$ cat src/rtl/vfc_pkg.sv
package vfc_pkg;

  typedef enum logic [1:0] {
    ST_IDLE  = 2'd0,
    ST_ARMED = 2'd1,
    ST_REC   = 2'd2
  } cap_state_e;

  // Next row start strictly above a, clamped to the store size.
  function automatic int unsigned next_row(input int unsigned a,
                                           input int unsigned row,
                                           input int unsigned lim);
    int unsigned n;
    n = (a / row + 1) * row;
    return (n > lim) ? lim : n;
  endfunction

  // Byte step with saturation at the store size.
  function automatic int unsigned sat_inc(input int unsigned a,
                                          input int unsigned lim);
    return (a >= lim) ? lim : a + 1;
  endfunction

  function automatic logic below_limit(input int unsigned a,
                                       input int unsigned lim);
    return a < lim;
  endfunction

endpackage

$ cat src/rtl/vfc_mode_sync.sv
module vfc_mode_sync #(
  parameter logic RESET_VAL = 1'b1
) (
  input  logic clk,
  input  logic rst_n,
  input  logic d_async,
  output logic q_sync
);
  logic stage1, stage2;

  always_ff @(posedge clk or negedge rst_n) begin
    if (!rst_n) begin
      stage1 <= RESET_VAL;
      stage2 <= RESET_VAL;
    end else begin
      stage1 <= d_async;
      stage2 <= stage1;
    end
  end

  assign q_sync = stage2;
endmodule

$ cat src/rtl/vfc_ctrl.sv
module vfc_ctrl (
  input  logic clk,
  input  logic rst_n,
  input  logic mode_s,
  input  logic fs_evt,
  output logic rec,
  output logic start,
  output logic ready
);
  import vfc_pkg::*;

  cap_state_e state, state_nx;

  always_comb begin
    state_nx = state;
    case (state)
      ST_IDLE:  if (!mode_s) state_nx = ST_ARMED;
      ST_ARMED: if (fs_evt)  state_nx = ST_REC;
      ST_REC:   if (fs_evt)  state_nx = ST_IDLE;
      default:               state_nx = ST_IDLE;
    endcase
  end

  always_ff @(posedge clk or negedge rst_n) begin
    if (!rst_n) state <= ST_IDLE;
    else        state <= state_nx;
  end

  assign rec   = (state == ST_REC);
  assign start = (state == ST_ARMED) && fs_evt;
  assign ready = (state != ST_REC);

  // arming only follows a low synchronised MODE
  p_arm_needs_mode_r2: assert property (@(posedge clk) disable iff (!rst_n)
    ($past(state) == ST_IDLE && state == ST_ARMED) |-> !$past(mode_s));

  // READY only falls after a frame sync edge
  p_ready_fall_on_frame_r3: assert property (@(posedge clk) disable iff (!rst_n)
    $fell(ready) |-> $past(fs_evt));

  // READY only rises after a frame sync edge
  p_ready_rise_on_frame_r7: assert property (@(posedge clk) disable iff (!rst_n)
    $rose(ready) |-> $past(fs_evt));
endmodule

$ cat src/rtl/vfc_pix_shifter.sv
module vfc_pix_shifter #(
  parameter int unsigned PIX_DIV = 2,
  parameter int unsigned BYTE_W  = 8
) (
  input  logic              clk,
  input  logic              rst_n,
  input  logic              rec,
  input  logic              restart,
  input  logic              cmp_in,
  output logic              pix_tick,
  output logic              byte_done,
  output logic [BYTE_W-1:0] byte_val
);
  localparam int unsigned DIV_W = (PIX_DIV > 1) ? $clog2(PIX_DIV) : 1;
  localparam int unsigned CNT_W = $clog2(BYTE_W);
  localparam logic [DIV_W-1:0] DIV_LAST = DIV_W'(PIX_DIV - 1);
  localparam logic [CNT_W-1:0] CNT_LAST = CNT_W'(BYTE_W - 1);

  logic [DIV_W-1:0]  div_q;
  logic [CNT_W-1:0]  bit_q;
  logic [BYTE_W-1:0] sreg_q;

  assign pix_tick  = rec && !restart && (div_q == '0);
  assign byte_done = pix_tick && (bit_q == CNT_LAST);
  assign byte_val  = {sreg_q[BYTE_W-2:0], cmp_in};

  always_ff @(posedge clk or negedge rst_n) begin
    if (!rst_n) begin
      div_q  <= '0;
      bit_q  <= '0;
      sreg_q <= '0;
    end else if (restart) begin
      div_q <= '0;
      bit_q <= '0;
    end else if (rec) begin
      div_q <= (div_q == DIV_LAST) ? '0 : div_q + 1'b1;
      if (pix_tick) begin
        sreg_q <= byte_val;
        bit_q  <= (bit_q == CNT_LAST) ? '0 : bit_q + 1'b1;
      end
    end
  end

  generate
    if (PIX_DIV > 1) begin : g_spacing
      // pixel ticks are never back to back when dividing
      p_pixel_spacing_r4: assert property (@(posedge clk) disable iff (!rst_n)
        pix_tick |=> !pix_tick);
    end
  endgenerate
endmodule

$ cat src/rtl/vfc_addr_gen.sv
module vfc_addr_gen #(
  parameter int unsigned ADDR_W    = 15,
  parameter int unsigned ROW_BYTES = 64,
  parameter int unsigned MEM_BYTES = 24576,
  parameter int unsigned BYTE_W    = 8
) (
  input  logic              clk,
  input  logic              rst_n,
  input  logic              rec,
  input  logic              start,
  input  logic              row_evt,
  input  logic              byte_done,
  input  logic [BYTE_W-1:0] byte_val,
  output logic              wr_en,
  output logic [ADDR_W-1:0] wr_addr,
  output logic [BYTE_W-1:0] wr_data
);
  localparam int unsigned ROW_LSB = $clog2(ROW_BYTES);

  logic [ADDR_W-1:0] cur_addr;
  logic              wen_q;
  logic [ADDR_W-1:0] waddr_q;
  logic [BYTE_W-1:0] hold_q;

  always_ff @(posedge clk or negedge rst_n) begin
    if (!rst_n) begin
      cur_addr <= '0;
      wen_q    <= 1'b0;
      waddr_q  <= '0;
      hold_q   <= '0;
    end else begin
      wen_q <= 1'b0;
      if (start) begin
        cur_addr <= '0;
      end else if (row_evt) begin
        cur_addr <= ADDR_W'(vfc_pkg::next_row(32'(cur_addr), ROW_BYTES, MEM_BYTES));
      end else if (byte_done) begin
        hold_q   <= byte_val;
        waddr_q  <= cur_addr;
        wen_q    <= vfc_pkg::below_limit(32'(cur_addr), MEM_BYTES);
        cur_addr <= ADDR_W'(vfc_pkg::sat_inc(32'(cur_addr), MEM_BYTES));
      end
    end
  end

  assign wr_en   = wen_q;
  assign wr_addr = waddr_q;
  assign wr_data = hold_q;

  // writes stay inside the store
  p_write_in_range_r8: assert property (@(posedge clk) disable iff (!rst_n)
    wr_en |-> (32'(wr_addr) < MEM_BYTES));

  // a line sync leaves the address on a row boundary
  p_row_aligned_r6: assert property (@(posedge clk) disable iff (!rst_n)
    $past(row_evt) |-> (cur_addr[ROW_LSB-1:0] == '0));

  // start clears the address
  p_start_clears_r3: assert property (@(posedge clk) disable iff (!rst_n)
    $past(start) |-> (cur_addr == '0));

  // a write strobe only follows a recording cycle
  p_write_only_recording_r7: assert property (@(posedge clk) disable iff (!rst_n)
    wr_en |-> $past(rec));
endmodule

$ cat src/rtl/vid_frame_capture.sv
module vid_frame_capture #(
  parameter int unsigned ADDR_W    = 15,
  parameter int unsigned ROW_BYTES = 64,
  parameter int unsigned MEM_BYTES = 24576,
  parameter int unsigned PIX_DIV   = 2,
  parameter int unsigned BYTE_W    = 8
) (
  input  logic              clk,
  input  logic              rst_n,
  input  logic              mode_in,
  input  logic              cmp_in,
  input  logic              frame_sync,
  input  logic              line_sync,
  output logic              ready,
  output logic              wr_en,
  output logic [ADDR_W-1:0] wr_addr,
  output logic [BYTE_W-1:0] wr_data
);
  logic fs_q, ls_q;
  logic fs_evt, ls_evt;
  logic mode_s, rec, start, restart, row_evt;
  logic pix_tick, byte_done;
  logic [BYTE_W-1:0] byte_val;

  always_ff @(posedge clk or negedge rst_n) begin
    if (!rst_n) begin
      fs_q <= 1'b0;
      ls_q <= 1'b0;
    end else begin
      fs_q <= frame_sync;
      ls_q <= line_sync;
    end
  end

  assign fs_evt  = frame_sync && !fs_q;
  assign ls_evt  = line_sync && !ls_q;
  assign restart = start || (rec && (fs_evt || ls_evt));
  assign row_evt = rec && ls_evt && !fs_evt;

  vfc_mode_sync #(.RESET_VAL(1'b1)) u_sync (
    .clk(clk), .rst_n(rst_n), .d_async(mode_in), .q_sync(mode_s));

  vfc_ctrl u_ctrl (
    .clk(clk), .rst_n(rst_n), .mode_s(mode_s), .fs_evt(fs_evt),
    .rec(rec), .start(start), .ready(ready));

  vfc_pix_shifter #(.PIX_DIV(PIX_DIV), .BYTE_W(BYTE_W)) u_shift (
    .clk(clk), .rst_n(rst_n), .rec(rec), .restart(restart), .cmp_in(cmp_in),
    .pix_tick(pix_tick), .byte_done(byte_done), .byte_val(byte_val));

  vfc_addr_gen #(.ADDR_W(ADDR_W), .ROW_BYTES(ROW_BYTES), .MEM_BYTES(MEM_BYTES),
                 .BYTE_W(BYTE_W)) u_addr (
    .clk(clk), .rst_n(rst_n), .rec(rec), .start(start), .row_evt(row_evt),
    .byte_done(byte_done), .byte_val(byte_val),
    .wr_en(wr_en), .wr_addr(wr_addr), .wr_data(wr_data));

  // a held sync yields no second event
  p_sync_edge_only_r9: assert property (@(posedge clk) disable iff (!rst_n)
    ($past(line_sync) && line_sync) |-> !ls_evt);

  // no pixel is taken outside recording
  p_no_tick_idle_r4: assert property (@(posedge clk) disable iff (!rst_n)
    pix_tick |-> !ready);
endmodule

$ cat config.mk
export PLATFORM = sky130hd
export DESIGN_NAME = vid_frame_capture
export DESIGN_NICKNAME = d
export VERILOG_FILES = /design/src/rtl/vfc_pkg.sv /design/src/rtl/vfc_mode_sync.sv /design/src/rtl/vfc_ctrl.sv /design/src/rtl/vfc_pix_shifter.sv /design/src/rtl/vfc_addr_gen.sv /design/src/rtl/vid_frame_capture.sv
export SDC_FILE = /design/constraint.sdc
export NUM_CORES = 1
export LEC_CHECK = 0
export ABC_CLOCK_PERIOD_IN_PS = 4700
export BUFFER_PORTS_ARGS = -buffer_cell sky130_fd_sc_hd__buf_4
export CAP_MARGIN = 25
export CORE_MARGIN = 5
export CORE_UTILIZATION = 60
export CTS_CLUSTER_DIAMETER = 100
export DETAILED_ROUTE_END_ITERATION = 8
export PLACE_DENSITY = 0.86
export SLEW_MARGIN = 20
export SYNTH_ARGS = -nofsm -noshare
export SYNTH_HDL_FRONTEND = slang
export SYNTH_HIERARCHICAL = 1
export SYNTH_SLANG_ARGS = --single-unit
export TNS_END_PERCENT = 20
$ cat constraint.sdc
create_clock -name clk -period 4.7 [get_ports clk]
set_clock_uncertainty 0.1 [all_clocks]
set_input_delay 0.47 -clock clk [delete_from_list [all_inputs] [get_ports clk]]
set_output_delay 0.47 -clock clk [all_outputs]
set_load 0.05 [all_outputs]
[Word-level counts from Yosys, hierarchy flattened]
Index checks and enable logic that the tools add are counted.
Cells by class
  order comparisons: 3
  add/sub/neg operators: 4
  reductions and logical operators: 23
  equality and inequality tests: 7
  muxes and demuxes: 19
  bitwise gates (word level): 4
Operators by type and width (number)
  $mux W15: 5
  $gt A16 B15 Y1 const B: 1
  $add A15 B1 Y15 const B: 1
  $ge A15 B15 Y1 const B: 1
  $lt A15 B15 Y1 const B: 1
  $mux W3: 4
  $add A9 B1 Y10 const B: 1
  $logic_and A1 B1 Y1: 9
  $reduce_and A3 Y1: 3
  $ne A2 B2 Y1 const B: 4
  $mux W1: 6
  $mux W2: 3
  $pmux W2 S3: 1
  $logic_not A1 Y1: 4
  $not A1 Y1: 4
  $reduce_bool A2 Y1: 2
  $add A3 B1 Y3 const B: 1
  $eq A3 B3 Y1 const B: 1
  $reduce_bool A3 Y1: 1
  $eq A2 B1 Y1 const B: 1
  $eq A2 B2 Y1 const B: 1
  $logic_not A2 Y1: 1
  $logic_or A1 B1 Y1: 2
  $reduce_and A2 Y1: 1
  $add A1 B1 Y1 const B: 1
Word-level totals
  output and inout port bits: 25
  flip-flop bits (word level): 56
  word-level logic and storage cells: 72
  input port bits: 6

[Depth between registers and ports, before layout]
  depth in word-level cells: 12
  mapped depth: 11
  depth with buffers taken out: 11

[Hierarchy]
Netlist, hierarchy kept.
By module, submodules not included
  vfc_addr_gen: times used 1, sequential area each 975.9 µm², area each 2160.8 µm², cells each 207
  vfc_pix_shifter: times used 1, sequential area each 275.3 µm², area each 515.5 µm², cells each 36
  vfc_ctrl: times used 1, sequential area each 50.0 µm², area each 93.8 µm², cells each 8
  vid_frame_capture: times used 1, sequential area each 50.0 µm², area each 90.1 µm², cells each 7
  vfc_mode_sync: times used 1, sequential area each 52.6 µm², area each 52.6 µm², cells each 2

[Worst setup path before layout]
Ideal clock, no wire load.
  path kind: input port to flip-flop
  start point: input frame_sync
  end point: register u_addr.cur_addr[8]
  path buffers: 1
  data arrival time: 2.472 ns
  stages: 11
  setup time: 0.092 ns
  slack: 2.036 ns
  data required time: 4.508 ns
  cell sequence: nor2b_4 > and3b_2 > nand2b_1 > nor2_8 > and2_2 > nor3b_2 > nand2_1 > buf_2 > a21oi_1 > o22ai_1 > o31ai_2
On the way
  elaborated cells on any way between the ends: 14
  classes of those cells: 2 x mux; 12 x reduce/logical
RTL lines
  from (decl): line vid_frame_capture.sv:12  | input logic frame_sync,
  $logic_and A1 B1 Y1: line vid_frame_capture.sv:35  | assign fs_evt = frame_sync && !fs_q;
  $logic_and A1 B1 Y1: line vfc_ctrl.sv:30  | assign start = (state == ST_ARMED) && fs_evt;
  named net start: line vid_frame_capture.sv:21  | logic mode_s, rec, start, restart, row_evt;
  $logic_or A1 B1 Y1: line vid_frame_capture.sv:37  | assign restart = start || (rec && (fs_evt || ls_evt));
  named net restart: line vid_frame_capture.sv:21
  $logic_not A1 Y1: line vfc_pix_shifter.sv:23  | assign pix_tick = rec && !restart && (div_q == '0);
  $logic_and A1 B1 Y1 (2 in a row): line vfc_pix_shifter.sv:23
  named net pix_tick: line vid_frame_capture.sv:22  | logic pix_tick, byte_done;
  $logic_and A1 B1 Y1: line vfc_pix_shifter.sv:24  | assign byte_done = pix_tick && (bit_q == CNT_LAST);
  named net byte_done: line vid_frame_capture.sv:22
  $reduce_bool A3 Y1 (no line)
  to (signal assigned): line vfc_addr_gen.sv:36  | cur_addr <= ADDR_W'(vfc_pkg::next_row(32'(cur_addr), ROW_BYTES, MEM_BYTES));
  to (signal assigned): line vfc_addr_gen.sv:41  | cur_addr <= ADDR_W'(vfc_pkg::sat_inc(32'(cur_addr), MEM_BYTES));
  to (decl): line vfc_addr_gen.sv:20  | logic [ADDR_W-1:0] cur_addr;
The timed path passes the listed nets, and every way through them passes these cells.
A chain may end at the register's enable or synchronous reset.

[Worst setup path after layout]
  start point: register fs_q
  end point: register u_addr.cur_addr[8]
On the way
  elaborated cells on any way between the ends: 15
  classes of those cells: 2 x mux; 13 x reduce/logical
RTL lines
  from (decl): line vid_frame_capture.sv:19  | logic fs_q, ls_q;
  from (signal assigned): line vid_frame_capture.sv:30  | fs_q <= frame_sync;
  $logic_not A1 Y1: line vid_frame_capture.sv:35
  $logic_and A1 B1 Y1: line vid_frame_capture.sv:35
  named net fs_evt: line vid_frame_capture.sv:20  | logic fs_evt, ls_evt;
  $logic_and A1 B1 Y1: line vfc_ctrl.sv:30
  named net start: line vid_frame_capture.sv:21
  $logic_or A1 B1 Y1: line vid_frame_capture.sv:37
  named net restart: line vid_frame_capture.sv:21
  $logic_not A1 Y1: line vfc_pix_shifter.sv:23
  $logic_and A1 B1 Y1 (2 in a row): line vfc_pix_shifter.sv:23
  named net pix_tick: line vid_frame_capture.sv:22
  $logic_and A1 B1 Y1: line vfc_pix_shifter.sv:24
  named net byte_done: line vid_frame_capture.sv:22
  $reduce_bool A3 Y1 (no line)
The timed path passes the listed nets, and every way through them passes these cells.

==> out/metrics.cfg <==
[clocking]
cts_tree = built
cts.htree.levels = 2
clock_path_buffers = 2
cts_setup_buffers = 0
ctsHoldBuffers = 0
clk_pin_slew_ns = 0.09
cts-resized-gates = 0
cts_made_buffers = 5
clk_latency_ns = 0.31
clock-sinks = 56
cts_root_buffer = clkbuf_8

[setup_path]
reg2reg_to = u_addr/cur_addr[8]$_DFFE_PN0P_
crit_cells = 11
cp-endpoint = u_addr/cur_addr[8]$_DFFE_PN0P_
critical_path_class = register to register
r2r-start = fs_q$_DFF_PN0_
reg2regPathDepth = 11
crit_required_ns = 4.79
path_cells = nor2b_4, and3b_2, nand2b_1, nor2_8, and2_2, nor3b_4, nand2_1, inv_2, and3_1, o22ai_1, o31ai_2
worstSetupStartpoint = fs_q$_DFF_PN0_
worstPathBufferInverterCount = 1
r2r_slack_ns = 1.62
cp_max_fo = 16
slowest_delay_ns = 0.43
endpoint_kind = register
slowest_stage = nand2_1
critPathLaunchType = register
critPathTopFamily = simple AND/OR/NAND/NOR gates
arrival_ns = 3.17

[cells_and_area]
final_common_cell = dfrtp_1
nNetsFinal = 294
layout-drive-gt1-share = 0.3169
final_cell_mix = 54 x dfrtp_1, 31 x buf_4, 26 x nand2_1
antenna_cells = 0
fillCellCount = 340
areaGrowthSynthToFinish_pct = 11.98

[yosys]
synthCells = 260
syn_area_mm2 = 0.002913
syn-num-nets = 271
synth_top_family_by_area = simple AND/OR/NAND/NOR gates
ys_seq_area_frac = 0.4820
yosysTopAreaCellShare = 0.4639
synth_compound_area_frac = 0.1340
synth_cell_type_count = 58
yosys_warnings = 6
synth.area.mux_share = 0.1396
synth_flop_cell = dfrtp_1
synthAdderAreaFrac = 0.02148
synthTopCellsByArea = dfrtp_1 46%, mux2_2 9.3%, mux2_4 3.6%, nand2_1 3.4%, o21ai_0 2.2%
postSynthAreaPerCell_um2 = 11.20
synth_seq_cells = 56
synth_top_area_cell = dfrtp_1
yosys.area_share.simple = 0.1774
synth-edff-count = 0
synth_xor_area_frac = 0.006014
async_flop_share = 1.000

[sta]
slew_viol_final = 0
finalSetupViolCount = 0
max-slew-margin-rel = 0.5396
min_period_ns = 3.081
min_period_over_period = 0.6556
fmax_mhz = 324.5
worst_pin_slew_ns = 0.6905
grt_setup_unrepaired = no
layout_setup_ws_ns = 1.619
setup_tns_ns = 0
hold_ws_ns = 0.09471
hold_viol = 0

[power_and_ir_drop]
powerDensity_mw_per_mm2 = 340.8
p_leak_uw = 0.001523
ir_worst_vdd_v = 0.0002987

[routing]
routedWlPerCell_um = 16.61
ant_nets = 0
drt_iter0_drc = 170
vias = 2121
drc = 0
vias_per_cell = 6.043
first_pass_iters = 4
drt-total-wl_mm = 5.830

[die]
start_util = 0.6167
rows = 25
design.core.area_mm2 = 0.004723
io_pins = 31
die_x_um = 79.68
die_y_um = 79.68
dieArea_mm2 = 0.006348

[run_status]
status = finished clean

[global_routing]
grt_usage = 0.2043
grt_first_pass_wirelength_mm = 10.11
grt_max_degree = 57
grt_overflow = 0
grt_pass1_vias = 2095
antenna_found_initial = 0

[placement]
gp_congestion = 0.8886
pre_cts_ws_ns = 1.485
io_buffers = 30
dp_hpwl_mm = 3.970

[worst_hold_path]
hold_class = input port to asynchronous set/reset pin

[run]
max-cap-violations = 0

worst register-to-register path: cells and delay by family (launching register included):
family	cells	cell delay, ns
simple gates	8	2.07
compound gates	2	0.26
flops	1	0.40
buf+inv	1	0.14
flip-flops by register name, summed over array words and instances (netlist names):
register	flops
fs_q	1
ls_q	1
u_addr/cur_addr	15
u_addr/wr_addr	15
u_addr/wr_data	8
u_addr/wr_en	1
u_ctrl/state	2
u_shift/bit_q	3
u_shift/div_q	1
u_shift/sreg_q	7
u_sync/q_sync	1
u_sync/stage1	1
worst min path at each step:
stage / from / endpoint
6_report: rst_n / u_addr/cur_addr[10]$_DFFE_PN0P_
5_1_grt: rst_n / u_addr/wr_addr[11]$_DFFE_PN0P_
4_1_cts: rst_n / u_addr/wr_en$_DFF_PN0_
3_5_place_dp: u_sync/stage1$_DFF_PN1_ / u_sync/q_sync$_DFF_PN1_
3_3_place_gp: u_sync/stage1$_DFF_PN1_ / u_sync/q_sync$_DFF_PN1_
2_1_floorplan: rst_n / fs_q$_DFF_PN0_
where the power goes:
part	switching, uW	total [uW]	internal (uW)
clock	147	335	188
combinational	94.7	188	92.9
sequential	52.5	589	536
total	295	1110	817
cell usage after synthesis (2+ instances only):
cell type,n
dfrtp_1,54
nand2_1,26
mux2_2,24
o21ai_0,13
a21oi_1,11
nor2_1,11
mux2_4,7
nand3_1,6
nor3_1,6
and3_1,5
buf_2,5
ha_1,5
nor4_1,5
a31oi_1,4
buf_4,4
o21ai_1,4
o31ai_1,4
o31ai_2,4
buf_6,3
clkbuf_1,3
inv_1,3
nand2b_1,3
nor2b_1,3
nor3b_1,3
o22ai_1,3
a211oi_1,2
a22oi_1,2
and2_1,2
dfstp_2,2
mux2i_1,2
o21a_1,2
or3_1,2
xnor2_1,2
area by class of cell:
cell class,count,area (um2),share of cell area
sequential,56,1404,0.4304
multi-input combinational,185,1400,0.4292
timing repair buffer,31,232.7,0.07135
clock buffer,7,96.34,0.02954
tap,67,83.83,0.02570
clock inverter,1,30.03,0.009206
inverter,4,15.01,0.004603
per-stage QoR:
stage                     cell area [um2]  power [uW]  utilization  instances
after floorplan                      2913       731.4            -        260
after global placement               3136       774.6       0.6638        343
after detailed placement             3136       784.2       0.6638        343
after CTS                            3262        1120       0.6906        351
after global routing                 3262        1170       0.6906        351
final                                3262        1112       0.6906        351
kinds of logic (layout without fill, tap and decap cells):
kind of cell | after synthesis | in the layout
adder cells (fa/ha/maj) | 5 | 5
multiplexers | 34 | 34
buffers and inverters | 19 | 43
AND/OR/NAND/NOR | 88 | 88
flip-flops | 56 | 56
AO/OA/AOI/OAI | 56 | 56
XOR/XNOR | 2 | 2
per-layer routing:
| metal | vias to the layer above | GRT usage | share of wire | wire length [um] |
|---|---|---|---|---|
| met2 | 99 | 0.3164 | 0.48 | 2821 |
| li1 | 988 | - | - | - |
| met3 | 16 | 0.04740 | 0.068 | 398 |
| met5 | - | 0 | 0 | 0 |
| met1 | 1018 | 0.2770 | 0.42 | 2476 |
| met4 | 0 | 0.08247 | 0.023 | 133 |
Power figures use the tool's default switching activity.
